## config.mk

```make
export PLATFORM = sky130hd
export DESIGN_NAME = dsq_top
export DESIGN_NICKNAME = d
export VERILOG_FILES = /design/src/rtl/dsq_pkg.sv /design/src/rtl/dsq_sync.sv /design/src/rtl/dsq_fsm.sv /design/src/rtl/dsq_result.sv /design/src/rtl/dsq_top.sv
export SDC_FILE = /design/constraint.sdc
export NUM_CORES = 1
export LEC_CHECK = 0
export CAP_MARGIN = 20
export CORE_ASPECT_RATIO = 1.1
export CORE_UTILIZATION = 45
export DETAILED_ROUTE_END_ITERATION = 7
export DONT_BUFFER_PORTS = 1
export PLACE_DENSITY_LB_ADDON = 0.08
export SLEW_MARGIN = 10
export SYNTH_ARGS = -nofsm -noshare
export SYNTH_HDL_FRONTEND = slang
export SYNTH_HIERARCHICAL = 1
export SYNTH_SLANG_ARGS = --single-unit
```

## constraint.sdc

```tcl
create_clock -name clk -period 2.3 [get_ports clk]
set_input_delay 0.46 -clock clk [delete_from_list [all_inputs] [get_ports clk]]
set_output_delay 0.46 -clock clk [all_outputs]
set_load 0.02 [all_outputs]
```

## src/rtl/dsq_pkg.sv

```systemverilog
package dsq_pkg;

  typedef enum logic [1:0] {
    PH_AZ  = 2'd0,
    PH_INT = 2'd1,
    PH_DE  = 2'd2,
    PH_ZI  = 2'd3
  } dsq_phase_e;

endpackage

```

## src/rtl/dsq_sync.sv

```systemverilog
module dsq_sync #(
  parameter int       STAGES  = 2,
  parameter logic     RST_VAL = 1'b0
) (
  input  logic clk,
  input  logic rst_n,
  input  logic d_i,
  output logic q_o
);

  logic [STAGES-1:0] ff_q;
  logic [STAGES-1:0] ff_d;

  generate
    for (genvar s = 0; s < STAGES; s++) begin : g_stage
      if (s == 0) begin : g_first
        assign ff_d[s] = d_i;
      end else begin : g_next
        assign ff_d[s] = ff_q[s-1];
      end
    end
  endgenerate

  always_ff @(posedge clk or negedge rst_n) begin
    if (!rst_n) ff_q <= {STAGES{RST_VAL}};
    else        ff_q <= ff_d;
  end

  assign q_o = ff_q[STAGES-1];

endmodule

```

## src/rtl/dsq_fsm.sv

```systemverilog
module dsq_fsm
  import dsq_pkg::*;
#(
  parameter int FRAME_CLKS = 40000,
  parameter int INT_CLKS   = 10000,
  parameter int FULL_SCALE = 20000,
  parameter int AZ_MIN     = 1000,
  parameter int ZI_NORM    = 150,
  parameter int ZI_OVR     = 6200,
  localparam int M1   = (FRAME_CLKS > ZI_OVR) ? FRAME_CLKS : ZI_OVR,
  localparam int M2   = (FULL_SCALE > INT_CLKS) ? FULL_SCALE : INT_CLKS,
  localparam int MAXC = (M1 > M2) ? M1 : M2,
  localparam int CW   = $clog2(MAXC + 1),
  localparam int RW   = $clog2(FULL_SCALE + 1)
) (
  input  logic          clk,
  input  logic          rst_n,
  input  logic          run_i,
  input  logic          cmp_s_i,
  output dsq_phase_e    phase_o,
  output logic          pol_o,
  output logic          done_o,
  output logic [RW-1:0] res_cnt_o,
  output logic          res_over_o
);

  dsq_phase_e    state_q, state_d;
  logic [CW-1:0] cnt_q, cnt_d;
  logic [CW-1:0] az_end_q, az_end_d;
  logic          pol_q, pol_d;
  logic          zi_long_q, zi_long_d;
  logic [CW-1:0] zi_end;
  int            de_cyc, zi_cyc, used_cyc, az_len;

  assign zi_end = zi_long_q ? CW'(ZI_OVR - 1) : CW'(ZI_NORM - 1);

  always_comb begin
    state_d    = state_q;
    cnt_d      = cnt_q;
    az_end_d   = az_end_q;
    pol_d      = pol_q;
    zi_long_d  = zi_long_q;
    done_o     = 1'b0;
    res_cnt_o  = '0;
    res_over_o = 1'b0;
    de_cyc     = 0;
    zi_cyc     = 0;
    used_cyc   = 0;
    az_len     = AZ_MIN;
    case (state_q)
      PH_AZ: begin
        if (cnt_q >= az_end_q) begin
          if (run_i) begin
            state_d = PH_INT;
            cnt_d   = '0;
          end
        end else begin
          cnt_d = cnt_q + 1'b1;
        end
      end
      PH_INT: begin
        if (cnt_q == CW'(INT_CLKS - 1)) begin
          state_d = PH_DE;
          cnt_d   = '0;
          pol_d   = cmp_s_i;
        end else begin
          cnt_d = cnt_q + 1'b1;
        end
      end
      PH_DE: begin
        if (cmp_s_i != pol_q) begin
          done_o    = 1'b1;
          res_cnt_o = RW'(cnt_q);
          de_cyc    = int'(cnt_q) + 1;
          zi_cyc    = ZI_NORM;
          zi_long_d = 1'b0;
        end else if (cnt_q == CW'(FULL_SCALE - 1)) begin
          done_o     = 1'b1;
          res_cnt_o  = RW'(FULL_SCALE);
          res_over_o = 1'b1;
          de_cyc     = FULL_SCALE;
          zi_cyc     = ZI_OVR;
          zi_long_d  = 1'b1;
        end else begin
          cnt_d = cnt_q + 1'b1;
        end
        if (done_o) begin
          state_d  = PH_ZI;
          cnt_d    = '0;
          used_cyc = INT_CLKS + de_cyc + zi_cyc;
          az_len   = (used_cyc + AZ_MIN > FRAME_CLKS) ? AZ_MIN : (FRAME_CLKS - used_cyc);
          az_end_d = CW'(az_len - 1);
        end
      end
      PH_ZI: begin
        if (cnt_q == zi_end) begin
          state_d = PH_AZ;
          cnt_d   = '0;
        end else begin
          cnt_d = cnt_q + 1'b1;
        end
      end
      default: state_d = PH_AZ;
    endcase
  end

  always_ff @(posedge clk or negedge rst_n) begin
    if (!rst_n) begin
      state_q   <= PH_AZ;
      cnt_q     <= '0;
      az_end_q  <= CW'(AZ_MIN - 1);
      pol_q     <= 1'b1;
      zi_long_q <= 1'b0;
    end else begin
      state_q   <= state_d;
      cnt_q     <= cnt_d;
      az_end_q  <= az_end_d;
      pol_q     <= pol_d;
      zi_long_q <= zi_long_d;
    end
  end

  assign phase_o = state_q;
  assign pol_o   = pol_q;


  int_after_az_chk: assert property (@(posedge clk) disable iff (!rst_n)
    (state_q == PH_INT && $past(state_q) != PH_INT) |-> $past(state_q) == PH_AZ);

  de_after_int_chk: assert property (@(posedge clk) disable iff (!rst_n)
    (state_q == PH_DE && $past(state_q) != PH_DE) |-> $past(state_q) == PH_INT);

  zi_after_de_chk: assert property (@(posedge clk) disable iff (!rst_n)
    (state_q == PH_ZI && $past(state_q) != PH_ZI) |-> $past(state_q) == PH_DE);

  pol_steady_chk: assert property (@(posedge clk) disable iff (!rst_n)
    (state_q == PH_DE && $past(state_q) == PH_DE) |-> $stable(pol_q));

  hold_az_chk: assert property (@(posedge clk) disable iff (!rst_n)
    (state_q == PH_AZ && !run_i) |=> state_q == PH_AZ);

endmodule

```

## src/rtl/dsq_result.sv

```systemverilog
module dsq_result #(
  parameter int FULL_SCALE = 20000,
  parameter int UNDER_LIM  = 1800,
  localparam int RW = $clog2(FULL_SCALE + 1)
) (
  input  logic          clk,
  input  logic          rst_n,
  input  logic          done_i,
  input  logic [RW-1:0] cnt_i,
  input  logic          over_i,
  input  logic          pol_i,
  output logic [RW-1:0] cnt_o,
  output logic          neg_o,
  output logic          over_o,
  output logic          under_o,
  output logic          strobe_o
);

  logic [RW-1:0] cnt_q;
  logic          neg_q, over_q, under_q, strobe_q;
  logic          under_d;

  assign under_d = !over_i && (cnt_i < RW'(UNDER_LIM));

  always_ff @(posedge clk or negedge rst_n) begin
    if (!rst_n) begin
      cnt_q   <= '0;
      neg_q   <= 1'b0;
      over_q  <= 1'b0;
      under_q <= 1'b0;
    end else if (done_i) begin
      cnt_q   <= cnt_i;
      neg_q   <= !pol_i;
      over_q  <= over_i;
      under_q <= under_d;
    end
  end

  always_ff @(posedge clk or negedge rst_n) begin
    if (!rst_n) strobe_q <= 1'b0;
    else        strobe_q <= done_i;
  end

  assign cnt_o    = cnt_q;
  assign neg_o    = neg_q;
  assign over_o   = over_q;
  assign under_o  = under_q;
  assign strobe_o = strobe_q;


  held_chk: assert property (@(posedge clk) disable iff (!rst_n)
    !strobe_q |-> $stable(cnt_q) || $past(done_i));

endmodule

```

## src/rtl/dsq_top.sv

```systemverilog
module dsq_top
  import dsq_pkg::*;
#(
  parameter int FRAME_CLKS = 40000,
  parameter int INT_CLKS   = 10000,
  parameter int FULL_SCALE = 20000,
  parameter int AZ_MIN     = 1000,
  parameter int ZI_NORM    = 150,
  parameter int ZI_OVR     = 6200,
  parameter int UNDER_LIM  = 1800,
  localparam int RW = $clog2(FULL_SCALE + 1)
) (
  input  logic          clk,
  input  logic          rst_n,
  input  logic          run_i,
  input  logic          cmp_i,
  output logic          ph_az_o,
  output logic          ph_int_o,
  output logic          ph_de_o,
  output logic          ph_zi_o,
  output logic          ref_neg_o,
  output logic          busy_o,
  output logic          strobe_o,
  output logic [RW-1:0] count_o,
  output logic          neg_o,
  output logic          over_o,
  output logic          under_o
);

  logic          rst_n_s;
  logic          cmp_s;
  dsq_phase_e    phase;
  logic          pol;
  logic          done;
  logic [RW-1:0] res_cnt;
  logic          res_over;

  dsq_sync #(.STAGES(2), .RST_VAL(1'b0)) i_rst_sync (
    .clk(clk), .rst_n(rst_n), .d_i(1'b1), .q_o(rst_n_s)
  );

  dsq_sync #(.STAGES(2), .RST_VAL(1'b0)) i_cmp_sync (
    .clk(clk), .rst_n(rst_n_s), .d_i(cmp_i), .q_o(cmp_s)
  );

  dsq_fsm #(
    .FRAME_CLKS(FRAME_CLKS), .INT_CLKS(INT_CLKS), .FULL_SCALE(FULL_SCALE),
    .AZ_MIN(AZ_MIN), .ZI_NORM(ZI_NORM), .ZI_OVR(ZI_OVR)
  ) i_fsm (
    .clk(clk), .rst_n(rst_n_s), .run_i(run_i), .cmp_s_i(cmp_s),
    .phase_o(phase), .pol_o(pol), .done_o(done),
    .res_cnt_o(res_cnt), .res_over_o(res_over)
  );

  dsq_result #(.FULL_SCALE(FULL_SCALE), .UNDER_LIM(UNDER_LIM)) i_result (
    .clk(clk), .rst_n(rst_n_s), .done_i(done), .cnt_i(res_cnt),
    .over_i(res_over), .pol_i(pol), .cnt_o(count_o), .neg_o(neg_o),
    .over_o(over_o), .under_o(under_o), .strobe_o(strobe_o)
  );

  assign ph_az_o   = (phase == PH_AZ);
  assign ph_int_o  = (phase == PH_INT);
  assign ph_de_o   = (phase == PH_DE);
  assign ph_zi_o   = (phase == PH_ZI);
  assign busy_o    = ph_int_o || ph_de_o;
  assign ref_neg_o = ph_de_o && pol;


  strobe_place_chk: assert property (@(posedge clk) disable iff (!rst_n_s)
    strobe_o |-> ph_zi_o && $past(ph_de_o));

  over_count_chk: assert property (@(posedge clk) disable iff (!rst_n_s)
    over_o |-> count_o == RW'(FULL_SCALE) && !under_o);

endmodule

```

==> flow_metrics.tcl <==
set metrics [dict create \
    path_clk_slew_ns 0.06 \
    synthSimpleGateAreaFrac_pct 22.17 \
    final_cell_mix "buf_4, nor2_1, inv_1" \
    rsz0062_at_grt "true" \
    hold_viol 0 \
    nNetsFinal 945 \
    drc_errors 0 \
    synthArstFlopShare_pct 100.0 \
    synth_xor_area_share_pct 7.215 \
    post-route-period-util_pct 228.6 \
    netlist_top_cells_area "dfrtp_1, ha_1, xnor2_1, dfstp_2, nor2_1" \
    dpl_worst_slack_ns -3.142 \
    cp.required_ns 2.53 \
    slowest_delay_ns 0.54 \
    cap_viol_max_count 0 \
    die_h_um 117.7 \
    totalWireLength_um 20550 \
    crit_path_end_kind "flip-flop" \
    track_usage_pct 32.98 \
    failed_checks "negative setup slack" \
    yosys_warnings 6 \
    routedWlPerCell_um 19.48 \
    status "finished, violations left" \
    synthFlopType "dfrtp_1" \
    cp_data_arrival_time_ns 5.48 \
    synth-edff-count 0 \
    synth_top_family_by_area "compound AO/OA/AOI/OAI gates" \
    firstDrtPassIters 7 \
    dieWidth_um 107.2 \
    clock_latency_ns 0.34 \
    grt_max_degree 31 \
    grt.overflow.total 0 \
    irDropWorstVdd_mv 0.4712 \
    port_buffers 0 \
    viasPerCell 5.868 \
    hp-class "in -> reg" \
    fmax_mhz 190.2 \
    grt_antenna_before_repair 0 \
    slew_violations 0 \
    start_kind "flip-flop" \
    cts_buffer_depth 2 \
    postRouteAntennaNets 0 \
    grt_pass1_wl_um 32120 \
    dp_hpwl_um 15330 \
    dieArea_mm2 0.01262 \
    post_dp_cell_area_mm2 0.007659 \
    synthAdderAreaFrac_pct 9.498 \
    syn_area_per_cell_um2 8.229 \
    ys_ff_latch 59 \
    final_common_cell "buf_4" \
    slowest_stage "or4b_4" \
    area_delta_synth_final_pct 61.37 \
    htreeDepth 3 \
    whs_ns 0.1497 \
    netlist_area_mm2 0.005480 \
    post_synth_num_cell_types 74 \
    power.leakage_nw 4.100 \
    slew_headroom_pct 19.56 \
    fin_skew_ns 0.006204 \
    vias 6191 \
    syn-instance-count 666 \
    drt_iter0_drc 433 \
    muxShareOfSynthArea_pct 4.429 \
    grt_pass1_vias 6167 \
    final_cell_area_mm2 0.008843 \
    seq_area_frac_synth_pct 27.15 \
    root_buffer "clkbuf_16" \
    worstSetupPathType "reg -> reg" \
    core-area_mm2 0.01164 \
    io_pins 29 \
    antenna_cells 0 \
    critical_path.max_fanout 4 \
    drive_gt1_share_pct 46.96 \
    clock-sinks 59 \
    layout_setup_ws_ns -2.958 \
    start_util_pct 47.06 \
    p_per_area_mw_per_mm2 341.1 \
    yosysTopAreaCellShare_pct 22.83 \
    synth-compound-area-share_pct 23.47 \
    numCtsBuffers 9 \
    fin_crit_ns 5.258 \
    cts_tree "done" \
    setup_violations 52 \
    tightest_slew_ns 1.202 \
    synth_largest_area_cell "dfrtp_1" \
    num_rows 41 \
    gp_routability_congestion 0.9188 \
]
-- flip-flops by register name, summed over array words and instances (netlist names) --
name               flops
i_result/over_o        1
i_cmp_sync/ff_q        2
i_fsm/az_end_q        16
i_fsm/phase_o          2
i_result/under_o       1
i_rst_sync/ff_q        2
i_result/strobe_o      1
i_fsm/zi_long_q        1
i_fsm/cnt_q           16
i_result/cnt_o        15
i_fsm/pol_o            1
i_result/neg_o         1
-- through the flow --
step | setup TNS (ns) | cells | utilization, % | power [mW]
after global placement | -58.97 | 1016 | 65.77 | 1.536
after CTS | -50.71 | 1044 | 72.63 | 2.985
after detailed placement | -60.25 | 1016 | 65.77 | 1.540
final | -52.94 | 1055 | 75.94 | 3.017
after global routing | -58.58 | 1055 | 75.94 | 3.126
after floorplan | -50.07 | 667 | - | 1.339
-- final cells by class --
type / count / area, um2
multi-input combinational: 525 / 4567
clock buffer: 10 / 239.0
timing repair buffer: 250 / 2066
clock inverter: 6 / 72.57
tap: 150 / 187.7
fill: 837 / 2801
inverter: 55 / 222.7
sequential: 59 / 1489
-- cell usage after synthesis (8+ instances only) --
master and n:
or2_2 10, a21o_1 11, o21ai_0 29, xor2_1 8, dfstp_2 9, o221ai_1 13, nand2b_1 10, a21oi_1 31
a31oi_1 13, nor4_1 11, ha_1 40, nor2_1 57, mux2_2 18, nand3_1 18, nor3_1 22, clkbuf_1 19
xnor2_1 34, inv_1 53, o2111ai_1 8, nand4_1 13, nand2_1 46, o211ai_1 13, o31ai_1 11, dfrtp_1 50
-- cells by family after synthesis --
family	Yosys count
compound gates	182
simple gates	234
other cells	2
mux	22
flops	59
fa+ha+maj	41
xor+xnor	43
buf+inv	83
-- repair_timing --
action	CTS	global route
pin swaps	27	21
resized for setup	79	53
endpoints found under the setup margin	52	52
gates cloned	1	1
endpoints found under the hold margin	2	0
setup buffers	13	14
hold buffers	1	0
-- where the power goes --
| part | switching [mW] | leakage [nW] | internal [mW] |
|---|---|---|---|
| Clock | 0.523 | 0.150 | 0.878 |
| Combinational | 0.278 | 3.23 | 0.283 |
| Sequential | 0.0113 | 0.721 | 1.04 |
| Total | 0.812 | 4.10 | 2.20 |
-- path summary, 6_finish.rpt --
path,endpoint,slack [ns],cells past startpoint,start
setup / recovery,i_fsm/az_end_q[14],-2.96,25,i_fsm/cnt_q[5]
hold / removal,i_cmp_sync/ff_q[0],0.15,0,cmp_i
setup reg to reg,i_fsm/az_end_q[14],-2.96,25,i_fsm/cnt_q[5]
hold reg to reg,i_result/cnt_o[2],0.30,0,i_rst_sync/ff_q[1]
max in group asynchronous,i_fsm/az_end_q[8],1.24,1,i_rst_sync/ff_q[1]
min in group asynchronous,i_result/cnt_o[2],0.30,0,i_rst_sync/ff_q[1]
-- routing by layer --
metal	vias up	part of all wire, %	track usage, %
met5	-	0	0
met4	0	3.2	12.33
met3	44	4.4	3.987
met2	173	50	58.15
met1	3041	42	40.66
li1	2933	-	-
-- worst max-delay path: cells and delay by family, from the launching register on --
kind / cells / cell delay (ns)
AOI/OAI and AO/OA: 9 / 1.87
and+or+nand+nor: 8 / 1.59
buffers and inverters: 4 / 0.54
adders and majority gates: 2 / 0.49
DFF: 1 / 0.38
xor gates and xnor gates: 2 / 0.27
Power figures use the tool's default switching activity.
